[src/rtl/mm_pkg.sv]
package mm_pkg;
    localparam int unsigned DEF_MW = 8;
    localparam int unsigned DEF_NU = 2;

    typedef struct packed {
        logic acs_v;
        logic llr_v;
    } stage_ctl_t;

    // Clamped addition on operands zero-extended to 32 bits.
    function automatic logic [31:0] sat_sum(input logic [31:0] a,
                                            input logic [31:0] b,
                                            input logic [31:0] cap);
        logic [32:0] s;
        s = {1'b0, a} + {1'b0, b};
        if (s > {1'b0, cap})
            return cap;
        return s[31:0];
    endfunction
endpackage

[src/rtl/mm_ext_gen.sv]
module mm_ext_gen #(
    parameter int unsigned MW = mm_pkg::DEF_MW,
    parameter int unsigned NU = mm_pkg::DEF_NU
) (
    input  logic [(1<<NU)*MW-1:0]   fwd,
    input  logic [(1<<NU)*MW-1:0]   bwd,
    input  logic [2*(1<<NU)*MW-1:0] bm,
    output logic [2*(1<<NU)*MW-1:0] ext
);
    localparam int unsigned S = 1 << NU;
    localparam int unsigned T = 2 * S;
    localparam logic [31:0] CAP = (32'd1 << MW) - 32'd1;

    for (genvar t = 0; t < T; t++) begin : g_tr
        localparam int unsigned SRC = t / 2;
        localparam int unsigned NXT = t % S;
        logic [MW-1:0] head;
        assign head = MW'(mm_pkg::sat_sum(32'(fwd[SRC*MW +: MW]), 32'(bm[t*MW +: MW]), CAP));
        assign ext[t*MW +: MW] = MW'(mm_pkg::sat_sum(32'(head), 32'(bwd[NXT*MW +: MW]), CAP));
    end
endmodule

[src/rtl/mm_acs.sv]
module mm_acs #(
    parameter int unsigned MW = mm_pkg::DEF_MW,
    parameter int unsigned NU = mm_pkg::DEF_NU
) (
    input  logic [(1<<NU)*MW-1:0]   fwd,
    input  logic [2*(1<<NU)*MW-1:0] bm,
    output logic [(1<<NU)*MW-1:0]   sm,
    output logic [(1<<NU)-1:0]      dec
);
    localparam int unsigned S = 1 << NU;
    localparam logic [31:0] CAP = (32'd1 << MW) - 32'd1;

    for (genvar j = 0; j < S; j++) begin : g_st
        localparam int unsigned B  = j % 2;
        localparam int unsigned P0 = j / 2;
        localparam int unsigned P1 = P0 + S / 2;
        localparam int unsigned T0 = 2 * P0 + B;
        localparam int unsigned T1 = 2 * P1 + B;
        logic [MW-1:0] c_lo, c_hi;
        assign c_lo = MW'(mm_pkg::sat_sum(32'(fwd[P0*MW +: MW]), 32'(bm[T0*MW +: MW]), CAP));
        assign c_hi = MW'(mm_pkg::sat_sum(32'(fwd[P1*MW +: MW]), 32'(bm[T1*MW +: MW]), CAP));
        // strict compare: lower-indexed transition wins a tie
        assign dec[j] = (c_hi < c_lo);
        assign sm[j*MW +: MW] = dec[j] ? c_hi : c_lo;
    end
endmodule

[src/rtl/mm_min_tree.sv]
module mm_min_tree #(
    parameter int unsigned MW = mm_pkg::DEF_MW,
    parameter int unsigned N  = 4
) (
    input  logic [N*MW-1:0] vals,
    output logic [MW-1:0]   vmin
);
    // heap layout: leaves at N-1 .. 2N-2, root at 0
    localparam int unsigned NODES = 2 * N - 1;
    logic [MW-1:0] node [NODES];

    for (genvar i = 0; i < N; i++) begin : g_leaf
        assign node[N-1+i] = vals[i*MW +: MW];
    end
    for (genvar i = 0; i < N - 1; i++) begin : g_cs
        assign node[i] = (node[2*i+2] < node[2*i+1]) ? node[2*i+2] : node[2*i+1];
    end
    assign vmin = node[0];
endmodule

[src/rtl/llr_merge_unit.sv]
module llr_merge_unit #(
    parameter int unsigned MW = mm_pkg::DEF_MW,
    parameter int unsigned NU = mm_pkg::DEF_NU
) (
    input  logic                    clk,
    input  logic                    rst,
    input  logic                    in_valid,
    input  logic [(1<<NU)*MW-1:0]   fwd_sm_i,
    input  logic [(1<<NU)*MW-1:0]   bwd_sm_i,
    input  logic [2*(1<<NU)*MW-1:0] bm_i,
    output logic                    acs_valid_o,
    output logic [(1<<NU)*MW-1:0]   acs_sm_o,
    output logic [(1<<NU)-1:0]      acs_dec_o,
    output logic [2*(1<<NU)*MW-1:0] ext_o,
    output logic                    llr_valid_o,
    output logic [MW:0]             llr_o
);
    localparam int unsigned S = 1 << NU;
    localparam int unsigned T = 2 * S;

    logic [T*MW-1:0] ext_c;
    logic [S*MW-1:0] acs_c;
    logic [S-1:0]    dec_c;
    logic [S*MW-1:0] plus_v, minus_v;
    logic [MW-1:0]   minp_c, minm_c;

    mm_pkg::stage_ctl_t ctl_q;
    logic [S*MW-1:0]    acs_q;
    logic [S-1:0]       dec_q;
    logic [T*MW-1:0]    ext_q;
    logic [MW-1:0]      minp_q, minm_q;
    logic [MW:0]        llr_q;

    mm_ext_gen #(.MW(MW), .NU(NU)) u_ext (
        .fwd (fwd_sm_i),
        .bwd (bwd_sm_i),
        .bm  (bm_i),
        .ext (ext_c)
    );

    mm_acs #(.MW(MW), .NU(NU)) u_acs (
        .fwd (fwd_sm_i),
        .bm  (bm_i),
        .sm  (acs_c),
        .dec (dec_c)
    );

    // split transitions by input bit: odd index = +1, even index = -1
    for (genvar k = 0; k < S; k++) begin : g_grp
        assign plus_v[k*MW +: MW]  = ext_c[(2*k+1)*MW +: MW];
        assign minus_v[k*MW +: MW] = ext_c[(2*k)*MW +: MW];
    end

    mm_min_tree #(.MW(MW), .N(S)) u_min_plus (
        .vals (plus_v),
        .vmin (minp_c)
    );

    mm_min_tree #(.MW(MW), .N(S)) u_min_minus (
        .vals (minus_v),
        .vmin (minm_c)
    );

    always_ff @(posedge clk) begin
        if (rst) begin
            ctl_q  <= '0;
            acs_q  <= '0;
            dec_q  <= '0;
            ext_q  <= '0;
            minp_q <= '0;
            minm_q <= '0;
            llr_q  <= '0;
        end else begin
            ctl_q.acs_v <= in_valid;
            ctl_q.llr_v <= ctl_q.acs_v;
            if (in_valid) begin
                acs_q  <= acs_c;
                dec_q  <= dec_c;
                ext_q  <= ext_c;
                minp_q <= minp_c;
                minm_q <= minm_c;
            end
            if (ctl_q.acs_v)
                llr_q <= $signed({1'b0, minm_q}) - $signed({1'b0, minp_q});
        end
    end

    assign acs_valid_o = ctl_q.acs_v;
    assign acs_sm_o    = acs_q;
    assign acs_dec_o   = dec_q;
    assign ext_o       = ext_q;
    assign llr_valid_o = ctl_q.llr_v;
    assign llr_o       = llr_q;
endmodule

[config.mk]
export PLATFORM = sky130hd
export DESIGN_NAME = llr_merge_unit
export DESIGN_NICKNAME = d
export VERILOG_FILES = /design/src/rtl/mm_pkg.sv /design/src/rtl/mm_ext_gen.sv /design/src/rtl/mm_acs.sv /design/src/rtl/mm_min_tree.sv /design/src/rtl/llr_merge_unit.sv
export SDC_FILE = /design/constraint.sdc
export NUM_CORES = 1
export LEC_CHECK = 0
export CORE_UTILIZATION = 40
export DETAILED_ROUTE_END_ITERATION = 10
export GPL_ROUTABILITY_DRIVEN = 1
export PLACE_DENSITY = 0.59
export SYNTH_ARGS = -nofsm -noshare
export SYNTH_HDL_FRONTEND = slang
export SYNTH_HIERARCHICAL = 1
export SYNTH_SLANG_ARGS = --single-unit
[constraint.sdc]
create_clock -name clk -period 21.8 [get_ports clk]
set_input_delay 4.36 -clock clk [delete_from_list [all_inputs] [get_ports clk]]
set_output_delay 4.36 -clock clk [all_outputs]
set_load 0.02 [all_outputs]
==> out/metrics.cfg <==
[run_status]
status=complete, no violations

[clock_network]
clk_latency_ns=0.47
cts_setup_buffers=0
cts_buffer_depth=2
cts_buffers=17
cts_hold_buf=0
cts.sinks=127
cts_tree=done
cts.clk_slew.worst_paths_ns=0.06
cts.repair.resized=0
htreeDepth=4
root_buffer=clkbuf_16

[worst_setup_path]
cp_num_buf_inv=3
r2r_slack_ns=19.83
critPathArrivalTime_ns=11.57
cp_top_family=compound AO/OA/AOI/OAI gates
worst-path-stages=30
worstPathMaxFanout=8
critPathLaunchType=primary input
cpPeakStageDelay_ns=0.72
worst_path_max_delay_cell=clkdlybuf4s50_1
worstSetupStartpoint=fwd_sm_i[1]
r2r_cells=8
crit_path_frequent_cell=o21ai_0
worstPathRequired_ns=22.19
reg2reg_to=llr_o[6]
endpoint_kind=register
reg2reg_from=minm_q[0]
crit_type=primary input to register

[grt]
grt_pass1_vias=14073
overflow=0
grt_usage_pct=24.3
antenna_found_initial=1
grt_max_degree=94
grt_pass1_wl_mm=78.0

[yosys]
ys_seq_elements=127
synth_area_leader_cell=ha_1
syn_avg_cell_area_um2=8.36
synth_most_common_cell=ha_1
synthFlopType=dfxtp_1
syn_nets=2391
ys_seq_area_share_pct=15.5
yosys_warnings=6
syn_area_mm2=0.0164
ys_types=80
synth_cells=1957
synthArstFlopShare_pct=0
synth-edff-count=0
yosys-top-cells-area=ha_1, dfxtp_1, mux2i_1, nor2_1, o21ai_0
synth_top_area_share_pct=21.3
yosys-top-cells-count=ha_1, nor2_1, mux2i_1

[place]
dp_hpwl_mm=42.3
port_buffers=241
place_congestion=0.921

[drt]
drt_iter0_drc=905
avgRoutedWirePerCell_um=18.6
wl_mm=50.8
drc=0
first_pass_iters=5
via_count=15016
ant_nets=0
viasPerCell=5.51

[timing]
fin_setup_tns_ns=0
slew_violations=0
finalSetupViolCount=0
hold_viol=0
whs_ns=0.491
fin_crit_ns=11.19
fmax_mhz=89.4
max_slew.worst_pin.slew_ns=1.19
relSlewSlack_pct=20.9
period_share_pct=51.3
grt_setup_unrepaired=no
skew_ns=0.0113

[power]
p_sw_share_pct=45.6
p_comb_share_pct=65.2
powerDensity_mw_per_mm2=89.2
p_seq_share_pct=18.2
switchingPower_uw=808
p_leak_uw=0.00932
internal_power_uw=965
p_clk_share_pct=16.6
vdd_drop_max_v=0.0000789

[die]
core_region_area_mm2=0.0400
dieWidth_um=204
rows=73
die_h_um=204
initial_utilization_pct=40.9
ios=242
dieArea_mm2=0.0417

[hold_path]
hold_path_depth=2
worstHoldEndpoint=acs_sm_o[5]
hold_path.class=register to register
hold_path_startpoint=acs_sm_o[5]

[layout]
nNetsFinal=2620
multi_input_area_mm2=0.0131
drive_above_1_share_pct=4.05
regArea_mm2=0.00254
num-fill-cells=3939
syn2layout_area_growth_pct=21.5

[job]
cap_violations=0

## worst max path at each step
stage | to | slack, ns
6_report | minp_q[4] | 10.62
3_3_place_gp | minp_q[4] | 10.39
5_1_grt | minp_q[4] | 10.0
3_5_place_dp | minp_q[1] | 10.22
4_1_cts | minp_q[4] | 10.67
2_1_floorplan | minm_q[1] | 11.87
## power by group through the flow
| stage | Combinational (uW) | Clock, uW | Sequential, uW |
|---|---|---|---|
| final | 1160 | 295 | 322 |
| after global routing | 1270 | 313 | 329 |
| after CTS | 1150 | 306 | 322 |
| after detailed placement | 1140 | 0 | 327 |
| after global placement | 1120 | 0 | 327 |
| after floorplan | 802 | 0 | 359 |
## worst min-delay path: stages (launching register included)
cell     delay [ns]
dfxtp_1        0.32
mux2i_1        0.06
nor2_1         0.07
## final cells by class
type	count	share of cell area, %
sequential	127	12.8
clock buffer	19	2.23
clock inverter	13	0.724
antenna	1	0.0126
tap	525	3.30
multi-input combinational	1650	65.9
inverter	145	2.74
timing repair buffer	245	12.3
## logic make-up after synthesis
| logic type | synth area share [%] |
|---|---|
| buf+inv | 4.40 |
| flops | 15.5 |
| xor+xnor | 3.69 |
| mux | 13.1 |
| fa+ha+maj | 24.3 |
| compound gates | 23.8 |
| simple gates | 15.2 |
## flip-flops by register name, indices dropped and copies added, names as in the netlist
register and flops:
acs_sm_o 32, ext_o 64, acs_valid_o 1, acs_dec_o 4, minp_q 8, llr_o 9
minm_q 8, llr_valid_o 1
## stage by stage
stage | worst slack (ns) | power [uW] | cell area, um^2 | std cells | util (%)
after floorplan | 11.87 | 1160 | 16400 | 1957 | -
after global placement | 10.39 | 1450 | 19300 | 2692 | 48.2
after detailed placement | 10.22 | 1470 | 19300 | 2692 | 48.2
after CTS | 10.67 | 1780 | 19900 | 2724 | 49.7
after global routing | 10.0 | 1920 | 19900 | 2725 | 49.7
final | 10.62 | 1770 | 19900 | 2725 | 49.7
## cell usage in the layout, fill, tap and decap left out, types with 21 or more instances in the layout
cell,netlist,layout
inv_1,145,145
dfxtp_1,127,127
ha_1,278,278
o21bai_1,29,29
nor2b_1,24,24
nand2_1,89,89
a21oi_1,108,108
a21o_1,75,75
nor3_1,31,31
xnor2_1,39,39
fa_1,25,25
nor2_1,225,225
o21ai_0,125,125
a211oi_1,46,46
o21a_1,34,34
nand3_1,21,21
xor2_1,30,30
mux2i_1,211,211
clkdlybuf4s50_1,0,239
nand2b_1,39,39
## layer usage
layer	GRT usage (%)	share of wire [%]	vias up
li1	-	-	7626
met1	35.0	50	6953
met2	36.9	43	384
met3	3.17	5.0	53
met4	7.78	2.0	0
met5	0	0	-
(Power assumes the default switching activity.)
